==> config.mk <==
export PLATFORM = sky130hd
export DESIGN_NAME = wdt_guard
export DESIGN_NICKNAME = d
export VERILOG_FILES = /design/src/rtl/wdt_pkg.sv /design/src/rtl/wdt_feed_seq.sv /design/src/rtl/wdt_regs.sv /design/src/rtl/wdt_prescaler.sv /design/src/rtl/wdt_counter.sv /design/src/rtl/wdt_guard.sv
export SDC_FILE = /design/constraint.sdc
export NUM_CORES = 1
export LEC_CHECK = 0
export ABC_AREA = 1
export ABC_CLOCK_PERIOD_IN_PS = 1570
export BUFFER_PORTS_ARGS = -buffer_cell sky130_fd_sc_hd__buf_2
export CAP_MARGIN = 20
export CORE_ASPECT_RATIO = 1.2
export CORE_MARGIN = 8
export CORE_UTILIZATION = 25
export CTS_BUF_LIST = sky130_fd_sc_hd__clkbuf_16
export CTS_CLUSTER_DIAMETER = 200
export DETAILED_ROUTE_END_ITERATION = 6
export GPL_TIMING_DRIVEN = 0
export MAX_ROUTING_LAYER = met4
export SETUP_SLACK_MARGIN = 0.2
export SLEW_MARGIN = 20
export SYNTH_ARGS = -nofsm -noshare
export SYNTH_HDL_FRONTEND = slang
export SYNTH_SLANG_ARGS = --single-unit
==> constraint.sdc <==
create_clock -name clk_i -period 1.57 [get_ports clk_i]
set_input_delay 0 -clock clk_i [delete_from_list [all_inputs] [get_ports clk_i]]
set_output_delay 0 -clock clk_i [all_outputs]
set_load 0.05 [all_outputs]
==> src/rtl/wdt_pkg.sv <==
package wdt_pkg;
  localparam int ADDR_W = 2;
  localparam int DATA_W = 8;
  localparam int PSEL_W = 3;

  localparam logic [ADDR_W-1:0] ADR_CTRL   = 2'd0;
  localparam logic [ADDR_W-1:0] ADR_RELOAD = 2'd1;
  localparam logic [ADDR_W-1:0] ADR_FEED   = 2'd2;
  localparam logic [ADDR_W-1:0] ADR_STAT   = 2'd3;

  localparam logic [DATA_W-1:0] KEY_ARM  = 8'hA5;
  localparam logic [DATA_W-1:0] KEY_FIRE = 8'h5A;

  localparam int SEL_BIT = 0;
  localparam int RUN_BIT = 2;
  localparam int PRE_LSB = 5;
  localparam int STAT_WD  = 0;
  localparam int STAT_TMR = 1;

  typedef struct packed {
    logic [PSEL_W-1:0] presc;
    logic              run;
    logic              sel;
  } ctrl_t;

  function automatic logic [DATA_W-1:0] ctrl_pack(ctrl_t c);
    logic [DATA_W-1:0] r;
    r = '0;
    r[PRE_LSB +: PSEL_W] = c.presc;
    r[RUN_BIT] = c.run;
    r[SEL_BIT] = c.sel;
    return r;
  endfunction

  function automatic ctrl_t ctrl_unpack(logic [DATA_W-1:0] d);
    ctrl_t c;
    c.presc = d[PRE_LSB +: PSEL_W];
    c.run   = d[RUN_BIT];
    c.sel   = d[SEL_BIT];
    return c;
  endfunction
endpackage

==> src/rtl/wdt_feed_seq.sv <==
module wdt_feed_seq
  import wdt_pkg::*;
(
  input  logic              clk_i,
  input  logic              rst_ni,
  input  logic              wr_i,
  input  logic              rd_i,
  input  logic [ADDR_W-1:0] addr_i,
  input  logic [DATA_W-1:0] wdata_i,
  output logic              feed_ok_o,
  output logic              feed_err_o
);
  logic armed_q, access, hit_arm, hit_fire;

  always_comb begin
    access   = wr_i | rd_i;
    hit_arm  = wr_i && (addr_i == ADR_FEED) && (wdata_i == KEY_ARM);
    hit_fire = wr_i && (addr_i == ADR_FEED) && (wdata_i == KEY_FIRE);
    feed_ok_o  = armed_q & hit_fire;
    feed_err_o = armed_q & access & ~hit_fire;
  end

  // any access while armed ends the sequence; only an unarmed 0xA5 arms
  always_ff @(posedge clk_i or negedge rst_ni) begin
    if (!rst_ni)     armed_q <= 1'b0;
    else if (access) armed_q <= hit_arm & ~armed_q;
  end

  p_disarm_r9: assert property (@(posedge clk_i) disable iff (!rst_ni)
    (feed_ok_o || feed_err_o) |=> !armed_q);
endmodule

==> src/rtl/wdt_regs.sv <==
module wdt_regs
  import wdt_pkg::*;
#(
  parameter int                CNT_W   = 8,
  parameter logic [PSEL_W-1:0] PRE_RST = '0
) (
  input  logic              clk_i,
  input  logic              rst_ni,
  input  logic              wr_i,
  input  logic [ADDR_W-1:0] addr_i,
  input  logic [DATA_W-1:0] wdata_i,
  input  logic              feed_ok_i,
  input  logic              lock_i,
  input  logic              rst_evt_i,
  input  logic              tmr_evt_i,
  output logic              run_o,
  output logic              sel_o,
  output logic [PSEL_W-1:0] presc_o,
  output logic [CNT_W-1:0]  reload_o,
  output logic              wd_flag_o,
  output logic              tmr_flag_o,
  output logic [DATA_W-1:0] rdata_o
);
  localparam ctrl_t CTRL_RST = '{presc: PRE_RST, run: 1'b1, sel: 1'b0};

  ctrl_t            act_q, pnd_q, eff;
  logic             pnd_vld_q;
  logic [CNT_W-1:0] reload_q;
  logic             wd_q, tmr_q;
  logic             ctrl_wr, reload_wr, stat_wr;

  always_comb begin
    ctrl_wr   = wr_i && (addr_i == ADR_CTRL);
    reload_wr = wr_i && (addr_i == ADR_RELOAD);
    stat_wr   = wr_i && (addr_i == ADR_STAT);
    eff.presc = act_q.presc;
    eff.run   = act_q.run | lock_i;
    eff.sel   = act_q.sel | lock_i;
  end

  always_ff @(posedge clk_i or negedge rst_ni) begin
    if (!rst_ni) begin
      act_q     <= CTRL_RST;
      pnd_q     <= CTRL_RST;
      pnd_vld_q <= 1'b0;
    end else if (ctrl_wr) begin
      pnd_q     <= ctrl_unpack(wdata_i);
      pnd_vld_q <= 1'b1;
    end else if (feed_ok_i) begin
      if (pnd_vld_q) act_q <= pnd_q;
      pnd_vld_q <= 1'b0;
    end
  end

  always_ff @(posedge clk_i or negedge rst_ni) begin
    if (!rst_ni)        reload_q <= '1;
    else if (reload_wr) reload_q <= wdata_i[CNT_W-1:0];
  end

  // set wins over a same-cycle software clear
  always_ff @(posedge clk_i or negedge rst_ni) begin
    if (!rst_ni) begin
      wd_q  <= 1'b0;
      tmr_q <= 1'b0;
    end else begin
      if (rst_evt_i)                      wd_q <= 1'b1;
      else if (stat_wr && !wdata_i[STAT_WD]) wd_q <= 1'b0;
      if (tmr_evt_i)                       tmr_q <= 1'b1;
      else if (stat_wr && !wdata_i[STAT_TMR]) tmr_q <= 1'b0;
    end
  end

  always_comb begin
    rdata_o = '0;
    unique case (addr_i)
      ADR_CTRL:   rdata_o = ctrl_pack(eff);
      ADR_RELOAD: rdata_o = DATA_W'(reload_q);
      ADR_FEED:   rdata_o = '0;
      ADR_STAT: begin
        rdata_o[STAT_WD]  = wd_q;
        rdata_o[STAT_TMR] = tmr_q;
      end
      default:    rdata_o = '0;
    endcase
  end

  assign run_o      = eff.run;
  assign sel_o      = eff.sel;
  assign presc_o    = eff.presc;
  assign reload_o   = reload_q;
  assign wd_flag_o  = wd_q;
  assign tmr_flag_o = tmr_q;

  p_ctrl_staged_r4: assert property (@(posedge clk_i) disable iff (!rst_ni)
    !feed_ok_i |=> $stable(act_q));
  p_sticky_r11: assert property (@(posedge clk_i) disable iff (!rst_ni)
    (wd_q && !(stat_wr && !wdata_i[STAT_WD])) |=> wd_q);
endmodule

==> src/rtl/wdt_prescaler.sv <==
module wdt_prescaler
  import wdt_pkg::*;
#(
  parameter int PRE_BASE = 5
) (
  input  logic              clk_i,
  input  logic              rst_ni,
  input  logic              run_i,
  input  logic              sel_i,
  input  logic              osc_tick_i,
  input  logic              clr_i,
  input  logic [PSEL_W-1:0] presc_i,
  output logic              step_o
);
  localparam int PSEL_MAX = (1 << PSEL_W) - 1;
  localparam int PRE_W    = PRE_BASE + PSEL_MAX;

  logic [PRE_W-1:0] pre_q, lim;
  logic             tick, term;

  always_comb begin
    lim    = {PRE_W{1'b1}} >> (PSEL_MAX - int'(presc_i));
    tick   = run_i & (sel_i ? osc_tick_i : 1'b1);
    term   = (pre_q == lim);
    step_o = tick & term;
  end

  always_ff @(posedge clk_i or negedge rst_ni) begin
    if (!rst_ni)     pre_q <= '0;
    else if (clr_i)  pre_q <= '0;
    else if (tick)   pre_q <= term ? '0 : pre_q + 1'b1;
  end

  p_halt_r3: assert property (@(posedge clk_i) disable iff (!rst_ni)
    (!run_i && !clr_i) |=> $stable(pre_q));
  p_feed_clr_r8: assert property (@(posedge clk_i) disable iff (!rst_ni)
    clr_i |=> (pre_q == '0));
endmodule

==> src/rtl/wdt_counter.sv <==
module wdt_counter #(
  parameter int CNT_W = 8
) (
  input  logic             clk_i,
  input  logic             rst_ni,
  input  logic             step_i,
  input  logic             feed_i,
  input  logic [CNT_W-1:0] reload_i,
  output logic             uf_o
);
  logic [CNT_W-1:0] cnt_q;

  assign uf_o = step_i && (cnt_q == '0) && !feed_i;

  always_ff @(posedge clk_i or negedge rst_ni) begin
    if (!rst_ni)      cnt_q <= '1;
    else if (feed_i)  cnt_q <= reload_i;
    else if (step_i)  cnt_q <= (cnt_q == '0) ? reload_i : cnt_q - 1'b1;
  end

  p_feed_load_r8: assert property (@(posedge clk_i) disable iff (!rst_ni)
    feed_i |=> (cnt_q == $past(reload_i)));
  p_uf_reload_r2: assert property (@(posedge clk_i) disable iff (!rst_ni)
    uf_o |=> (cnt_q == $past(reload_i)));
  p_hold_r3: assert property (@(posedge clk_i) disable iff (!rst_ni)
    (!step_i && !feed_i) |=> $stable(cnt_q));
endmodule

==> src/rtl/wdt_guard.sv <==
module wdt_guard
  import wdt_pkg::*;
#(
  parameter int                CNT_W    = 8,
  parameter int                PRE_BASE = 5,
  parameter logic [PSEL_W-1:0] PRE_RST  = '0
) (
  input  logic              clk_i,
  input  logic              rst_ni,
  input  logic              cfg_rst_en_i,
  input  logic              cfg_safe_i,
  input  logic              osc_tick_i,
  input  logic              irq_en_i,
  input  logic              bus_wr_i,
  input  logic              bus_rd_i,
  input  logic [ADDR_W-1:0] bus_addr_i,
  input  logic [DATA_W-1:0] bus_wdata_i,
  output logic [DATA_W-1:0] bus_rdata_o,
  output logic              rst_req_o,
  output logic              irq_o
);
  logic              feed_ok, feed_err, lock, run, sel, step, uf;
  logic              rst_evt, tmr_evt, wd_flag, tmr_flag, rst_req_q;
  logic [PSEL_W-1:0] presc;
  logic [CNT_W-1:0]  reload;

  always_comb begin
    lock    = cfg_safe_i & cfg_rst_en_i;
    rst_evt = (uf | feed_err) & cfg_rst_en_i;
    tmr_evt = uf & ~cfg_rst_en_i;
  end

  wdt_feed_seq u_feed (
    .clk_i, .rst_ni,
    .wr_i       (bus_wr_i),
    .rd_i       (bus_rd_i),
    .addr_i     (bus_addr_i),
    .wdata_i    (bus_wdata_i),
    .feed_ok_o  (feed_ok),
    .feed_err_o (feed_err)
  );

  wdt_regs #(.CNT_W(CNT_W), .PRE_RST(PRE_RST)) u_regs (
    .clk_i, .rst_ni,
    .wr_i       (bus_wr_i),
    .addr_i     (bus_addr_i),
    .wdata_i    (bus_wdata_i),
    .feed_ok_i  (feed_ok),
    .lock_i     (lock),
    .rst_evt_i  (rst_evt),
    .tmr_evt_i  (tmr_evt),
    .run_o      (run),
    .sel_o      (sel),
    .presc_o    (presc),
    .reload_o   (reload),
    .wd_flag_o  (wd_flag),
    .tmr_flag_o (tmr_flag),
    .rdata_o    (bus_rdata_o)
  );

  wdt_prescaler #(.PRE_BASE(PRE_BASE)) u_pre (
    .clk_i, .rst_ni,
    .run_i      (run),
    .sel_i      (sel),
    .osc_tick_i (osc_tick_i),
    .clr_i      (feed_ok),
    .presc_i    (presc),
    .step_o     (step)
  );

  wdt_counter #(.CNT_W(CNT_W)) u_cnt (
    .clk_i, .rst_ni,
    .step_i   (step),
    .feed_i   (feed_ok),
    .reload_i (reload),
    .uf_o     (uf)
  );

  always_ff @(posedge clk_i or negedge rst_ni) begin
    if (!rst_ni) rst_req_q <= 1'b0;
    else         rst_req_q <= rst_evt;
  end

  assign rst_req_o = rst_req_q;
  assign irq_o     = tmr_flag & irq_en_i;

  p_rst_gate_r2: assert property (@(posedge clk_i) disable iff (!rst_ni)
    rst_req_o |-> $past(cfg_rst_en_i));
  p_rst_flag_r11: assert property (@(posedge clk_i) disable iff (!rst_ni)
    rst_req_o |-> wd_flag);
  p_lock_src_r10: assert property (@(posedge clk_i) disable iff (!rst_ni)
    (lock && step) |-> osc_tick_i);
  p_tmr_mode_r7: assert property (@(posedge clk_i) disable iff (!rst_ni)
    $rose(tmr_flag) |-> !$past(cfg_rst_en_i));
endmodule

==> results.toml, run 1 <==
[job]
cap_violations = 0

[worst_setup_path]
crit_path_max_incr_delay_ns = 0.43
arrival_ns = 1.82
r2r-start = "u_regs.presc_o[2]$_DFFE_PN0P_"
worstPathCellList = "buf_6 -> nor2_2 -> nand2_1 -> nand2_1 -> nand2_1 -> nor2_2 -> nand3_2 -> buf_4 -> buf_4 -> nand3_1 -> a21oi_1"
critPathMaxFanout = 6
r2r_end = "u_pre.pre_q[9]$_DFFE_PN0P_"
crit_required_ns = 1.75
start_kind = "register"
endpoint_kind = "register"
critPathSlowestCell = "dfrtp_2"
r2r_cells = 11
crit_top_cell = "nand2_1"
r2r_slack_ns = -0.07
path_class = "reg -> reg"

[run_status]
violations = "setup timing"
outcome = "complete, but fails checks"

[floorplan]
core_area_um2 = 10930
io_pins = 28
initial_utilization = 0.2541
die_area_um2 = 14750
rows = 42
die_w_um = 112.2
die_h_um = 131.5

[route]
via_count = 2872
wl_um = 7868
wire_per_inst_um = 12.94
drc = 0
drtIter0Drc = 129
via_per_inst = 4.724
antenna_left = 0
first_pass_iters = 4

[cells_and_area]
fillers = 1173
area_growth_pct = 35.95
fin_nets = 496
fin_util = 0.3455
n_antenna_cell = 0
drive_gt1_frac = 0.3025

[timing]
finalCritPeriodShare = 1.045
fmax_mhz = 609.6
finalHoldViolCount = 0
tightest_slew_ns = 0.9798
setup_ws_ns = -0.07044
rsz0062_at_grt = "true"
period_needed_ns = 1.640
drv_slew = 0
setup_viol = 19
relSlewSlack = 0.3468
skew_ns = 0.008699

[power_and_ir_drop]
p_leak_nw = 1.848
power_density_nw_per_um2 = 866.4
peakVddDrop_uv = 434.9

[synthesis]
yosys_warnings = 0
synth_nets = 436
synth_edf_count = 0
synthArstFlopShare = 1.000
synthFlopType = "dfrtp_1"
netlist-cell-type-count = 31
synthAdderAreaFrac = 0.01351
synth_seq_cells = 43
synth_compound_area_frac = 0.07523
synthXorXnorAreaFrac = 0.03153
avgSynthCellArea_um2 = 6.693
synth_top_family_by_area = "simple AND/OR/NAND/NOR gates"
synth_commonest_cells = "nand2_1, inv_1, nor2_1"
ys_seq_area_frac = 0.3955
synth_area_leaders = "dfrtp_1, nand2_1, dfstp_2"
yosysMostFrequentCell = "nand2_1"
synth_top_area_share = 0.2252
synthSimpleGateAreaFrac = 0.3851
synth_top_cell_by_area = "dfrtp_1"
syn_inst = 415
synth_area_um2 = 2778
synth_mux_area_frac = 0.004054

[global_route]
grt_antenna_before_repair = 0
grt_usage = 0.1072
grt_pass1_wl_um = 12650
grt_pass1_vias = 2742
grt_max_degree = 44
overflow = 0

[placement]
dpl.hpwl_um = 5547
portBuffers = 27
pre_cts_slack_ns = -0.1425
gp_congestion = 0.8657

[clock_network]
cts_buffers = 5
insertion_delay_ns = 0.29
cts_sinks = 43
clock_tree.buffer_depth = 2
cts_tree = "yes"
cts-root-buf = "clkbuf_16"
path_clk_slew_ns = 0.07
htree_levels = 2

[hold_path]
min_path_type = "in -> reg"
min_to = "u_feed.armed_q$_DFFE_PN0N_"
hold_start = "bus_rd_i"
hold_depth = 4
==> placed cells by master, fill, tap and decap left out, types with 7 or more instances in the layout <==
master,Yosys,routed
nand4_1,11,11
nand2_2,2,23
dfrtp_1,25,23
buf_6,1,9
nor2_2,1,9
nand3_1,36,29
nand2_1,149,124
o21ai_0,24,20
inv_1,59,57
nand3_2,1,7
xor2_1,7,7
nor2_1,46,33
dfstp_2,18,18
buf_2,1,24
buf_4,1,15
==> cells by family (layout without fill, tap and decap cells) <==
family	count (synthesis)	in the layout
buf+inv	67	127
simple gates	253	254
fa+ha+maj	3	3
mux	1	1
xor+xnor	10	10
compound gates	38	38
flops	43	43
==> state kept, by name, summed over array words and instances, names as in the netlist <==
signal,count
u_regs.act_q,2
u_pre.pre_q,12
u_feed.armed_q,1
u_cnt.cnt_q,8
rst_req_o,1
u_regs.wd_flag_o,1
u_regs.presc_o,3
u_regs.tmr_flag_o,1
u_regs.pnd_q,5
u_regs.pnd_vld_q,1
u_regs.reload_o,8
==> power breakdown <==
| group | internal (mW) | total [mW] | switching [mW] |
|---|---|---|---|
| clock | 0.751 | 1.21 | 0.456 |
| sequential | 1.27 | 1.38 | 0.111 |
| combinational | 0.285 | 0.683 | 0.398 |
==> critical path, delay by kind of cell, from the launching register on <==
kind,cells,cell delay [ns]
buffers and inverters,3,0.41
AND/OR/NAND/NOR,7,0.61
flip-flops,1,0.43
AO/OA/AOI/OAI,1,0.07
==> layer usage <==
layer,track usage,part of all wire,wire (um),up-vias
met1,0.1212,0.43,3374,1358
met4,0.04583,0.028,223,0
met2,0.1847,0.51,4028,68
li1,-,-,-,1430
met5,-,0,0,-
met3,0.01558,0.031,242,16
==> per-stage QoR <==
| stage | cells | hold WS [ns] | instance area (um2) | total power, mW | TNS (ns) |
|---|---|---|---|---|---|
| after floorplan | 415 | -0.2956 | 2821 | 1.735 | 0 |
| after global placement | 574 | 0.2194 | 3122 | 1.896 | -2.319 |
| after detailed placement | 574 | 0.2205 | 3122 | 1.911 | -1.959 |
| after CTS | 602 | -0.05673 | 3622 | 3.204 | -0.04434 |
| after global routing | 608 | 0.04516 | 3776 | 3.433 | -2.696 |
| final | 608 | 0.01787 | 3776 | 3.272 | -0.9353 |
==> area by class of cell <==
cell class / instances / area (um2) / area share
inverter: 61 / 244.0 / 0.06461
clock buffer: 5 / 125.1 / 0.03313
multi-input combinational: 306 / 1670 / 0.4423
tap: 132 / 165.2 / 0.04374
sequential: 43 / 1101 / 0.2916
timing repair buffer: 51 / 366.6 / 0.09708
timing repair inverter: 1 / 8.758 / 0.002319
clock inverter: 3 / 42.54 / 0.01127
buffer: 6 / 52.55 / 0.01392
==> what timing repair did <==
| action | in CTS | in global routing |
|---|---|---|
| endpoints found under the setup margin | 30 | 30 |
| cloned | 1 | 1 |
| pin swaps | 29 | 30 |
| hold endpoints to repair | 30 | 3 |
| resized for setup | 51 | 33 |
| hold buffers | 3 | 2 |
| setup buffers | 16 | 3 |
==> worst max path at each step <==
| stage | from | endpoint | slack, ns | depth (start not counted) |
|---|---|---|---|---|
| 3_3_place_gp | u_feed.armed_q$_DFFE_PN0N_ | u_pre.pre_q[10]$_DFFE_PN0P_ | -0.16 | 7 |
| 5_1_grt | u_regs.presc_o[1]$_DFFE_PN0P_ | u_cnt.cnt_q[6]$_DFFE_PN1P_ | -0.14 | 13 |
| 6_report | u_regs.presc_o[2]$_DFFE_PN0P_ | u_pre.pre_q[9]$_DFFE_PN0P_ | -0.07 | 11 |
| 4_1_cts | u_pre.pre_q[1]$_DFFE_PN0P_ | u_regs.wd_flag_o$_DFFE_PN0P_ | -0.01 | 11 |
| 3_5_place_dp | u_pre.pre_q[0]$_DFFE_PN0P_ | u_pre.pre_q[4]$_DFFE_PN0P_ | -0.14 | 10 |
| 2_1_floorplan | u_regs.presc_o[2]$_DFFE_PN0P_ | u_pre.pre_q[4]$_DFFE_PN0P_ | 0.12 | 11 |
(Power assumes the default switching activity.)
==> inputs of run 2 (changes only) <==
--- a/config.mk
+++ b/config.mk
@@ -21,4 +21,5 @@
 export SLEW_MARGIN = 20
 export SYNTH_ARGS = -nofsm -noshare
 export SYNTH_HDL_FRONTEND = slang
+export SYNTH_HIERARCHICAL = 1
 export SYNTH_SLANG_ARGS = --single-unit
==> results.toml, run 2 <==
[cells_and_area]
seq_area_um2 = 1099
design_area_um2 = 3709
mostFrequentLayoutCells = "nand2_1, inv_1, nand3_1"
largest_reg_flops = 12
fin_nets = 481
fillers = 1149
drive_gt1_frac = 0.3124
multi_input_area_um2 = 1555
layout_commonest_cell = "nand2_1"
top_register = "u_pre/pre_q"
n_antenna_cell = 0
instances_no_fill = 593
area_growth_pct = 35.65

[floorplan]
die_h_um = 130.6
io_pins = 28
initial_utilization = 0.2525
die_w_um = 111.5
die_area_um2 = 14550
core_area_um2 = 10830
rows = 42

[clock_network]
clock_tree.buffer_depth = 2
htree_levels = 2
insertion_delay_ns = 0.28
cts-root-buf = "clkbuf_16"
cts_sinks = 43
cts_buffers = 5
path_clk_slew_ns = 0.06
cts_tree = "yes"

[global_route]
grt_antenna_before_repair = 0
grt_pass1_vias = 2714
grt_pass1_wl_um = 12080
grt_max_degree = 44
overflow = 0
grt_usage = 0.1021

[synthesis]
yosys_warnings = 6
synth_area_leaders = "dfrtp_1, nand2_1, dfstp_2"
synth_seq_cells = 43
synthFlopType = "dfrtp_1"
avgSynthCellArea_um2 = 6.904
synth_nets = 417
synth_edf_count = 0
netlist-cell-type-count = 30
synth_top_area_share = 0.2288
synthArstFlopShare = 1.000
syn_inst = 396
synth_top_cell_by_area = "dfrtp_1"
synth_commonest_cells = "nand2_1, inv_1, nor2_1"
yosysMostFrequentCell = "nand2_1"
synth_area_um2 = 2734
ys_seq_area_frac = 0.4018

[run_status]
outcome = "complete, but fails checks"
violations = "setup timing"

[route]
first_pass_iters = 4
antenna_left = 0
drc = 0
wire_per_inst_um = 11.91
via_count = 2642
drtIter0Drc = 143
wl_um = 7060
via_per_inst = 4.455

[timing]
setup_viol = 18
rsz0062_at_grt = "true"
finalCritPeriodShare = 1.225
skew_ns = 0.006354
period_needed_ns = 1.923
setup_ws_ns = -0.3533
tightest_slew_ns = 0.9679
drv_slew = 0
finalHoldViolCount = 0
hold_slack_ns = 0.01177
tns_ns = -3.807
fmax_mhz = 519.9
relSlewSlack = 0.3548

[placement]
dp_cells = 555
pre_cts_slack_ns = -0.4741
dpl.hpwl_um = 5027
gp_congestion = 0.8388
place_area_um2 = 3068
portBuffers = 27

[power_and_ir_drop]
p_leak_nw = 1.904
peakVddDrop_uv = 517.7
power_density_nw_per_um2 = 856.2

[worst_setup_path]
critPathMaxFanout = 7
endpoint_kind = "register"
path_class = "reg -> reg"
start_kind = "register"
crit_required_ns = 1.79
arrival_ns = 2.15

[job]
cap_violations = 0

[hold_path]
min_path_type = "in -> reg"
## run 2: cell types whose count changed after synthesis, sizes merged, moves of 4 or more
| cell | before | now |
|---|---|---|
| o21ai | 26 | 11 |
| nand2 | 152 | 158 |
| inv | 61 | 56 |
| nand3 | 37 | 41 |
| nand4 | 11 | 6 |
| nor2 | 47 | 52 |
| buf | 3 | 8 |
## run 2: cell families after synthesis
| logic type | Yosys count | share of synthesized area |
|---|---|---|
| adder cells (fa/ha/maj) | 3 | 0.01373 |
| buffers and inverters | 64 | 0.09702 |
| AND/OR/NAND/NOR | 263 | 0.4252 |
| flip-flops | 43 | 0.4018 |
| XOR/XNOR | 7 | 0.02243 |
| AO/OA/AOI/OAI | 16 | 0.03982 |
## run 2: final cells by class
class | instances | share of cell area
buffer | 8 | 0.01788
sequential | 43 | 0.2962
clock buffer | 5 | 0.03374
clock inverter | 3 | 0.01181
multi-input combinational | 289 | 0.4194
tap | 132 | 0.04453
inverter | 56 | 0.05870
timing repair buffer | 57 | 0.1177
## run 2: power by group
| part | leakage (nW) | total (mW) | switching (mW) | internal [mW] |
|---|---|---|---|---|
| Sequential | 0.496 | 1.36 | 0.101 | 1.26 |
| Combinational | 1.32 | 0.633 | 0.369 | 0.264 |
| Clock | 0.0838 | 1.18 | 0.432 | 0.750 |
## run 2: critical path, stage by stage (launching register included)
cell and delay (ns):
dfrtp_1 0.39, buf_6 0.12, buf_8 0.12, nor2_4 0.09, nor2_1 0.04, nor2_1 0.11
nand2_2 0.08, nor2_4 0.11, nand4_1 0.18, inv_2 0.13, and3_4 0.22, nor2_2 0.05
nor2_2 0.11, inv_1 0.05, nand2_1 0.06
## run 2: what timing repair did
action / 4_1_cts / 5_1_grt
hold buffers: 13 / 0
endpoints found under the hold margin: 37 / 0
buffers inserted: 12 / 5
endpoints found under the setup margin: 28 / 30
pin swaps: 19 / 8
resized for setup: 30 / 31
## run 2: per-layer routing
metal,GRT usage,wire length (um),vias up
met3,0.01872,194,8
li1,-,-,1345
met2,0.1794,3592,58
met4,0.04321,120,0
met1,0.1119,3153,1231
met5,-,0,-
## run 2: worst paths after layout
| path | slack, ns | cells past startpoint | end | start |
|---|---|---|---|---|
| min in group asynchronous | 0.42 | 2 | u_pre/pre_q[0]$_DFFE_PN0P_ | rst_ni |
| hold / removal | 0.01 | 3 | u_regs/pnd_q[2]$_DFFE_PN0P_ | bus_wdata_i[5] |
| hold reg to reg | 0.46 | 2 | u_regs/act_q[1]$_DFFE_PN1P_ | u_regs/act_q[1]$_DFFE_PN1P_ |
| setup / recovery | -0.35 | 14 | u_regs/wd_flag_o$_DFFE_PN0P_ | u_regs/presc_o[2]$_DFFE_PN0P_ |
| setup reg to reg | -0.35 | 14 | u_regs/wd_flag_o$_DFFE_PN0P_ | u_regs/presc_o[2]$_DFFE_PN0P_ |
| max in group asynchronous | 0.53 | 2 | u_pre/pre_q[8]$_DFFE_PN0P_ | rst_ni |
## run 2: per-stage QoR
stage	total power, mW	utilization
6_report	3.175	0.3426
5_1_grt	3.343	0.3426
4_1_cts	3.166	0.3303
3_5_place_dp	1.875	0.2834
3_3_place_gp	1.860	0.2834
2_1_floorplan	1.709	-
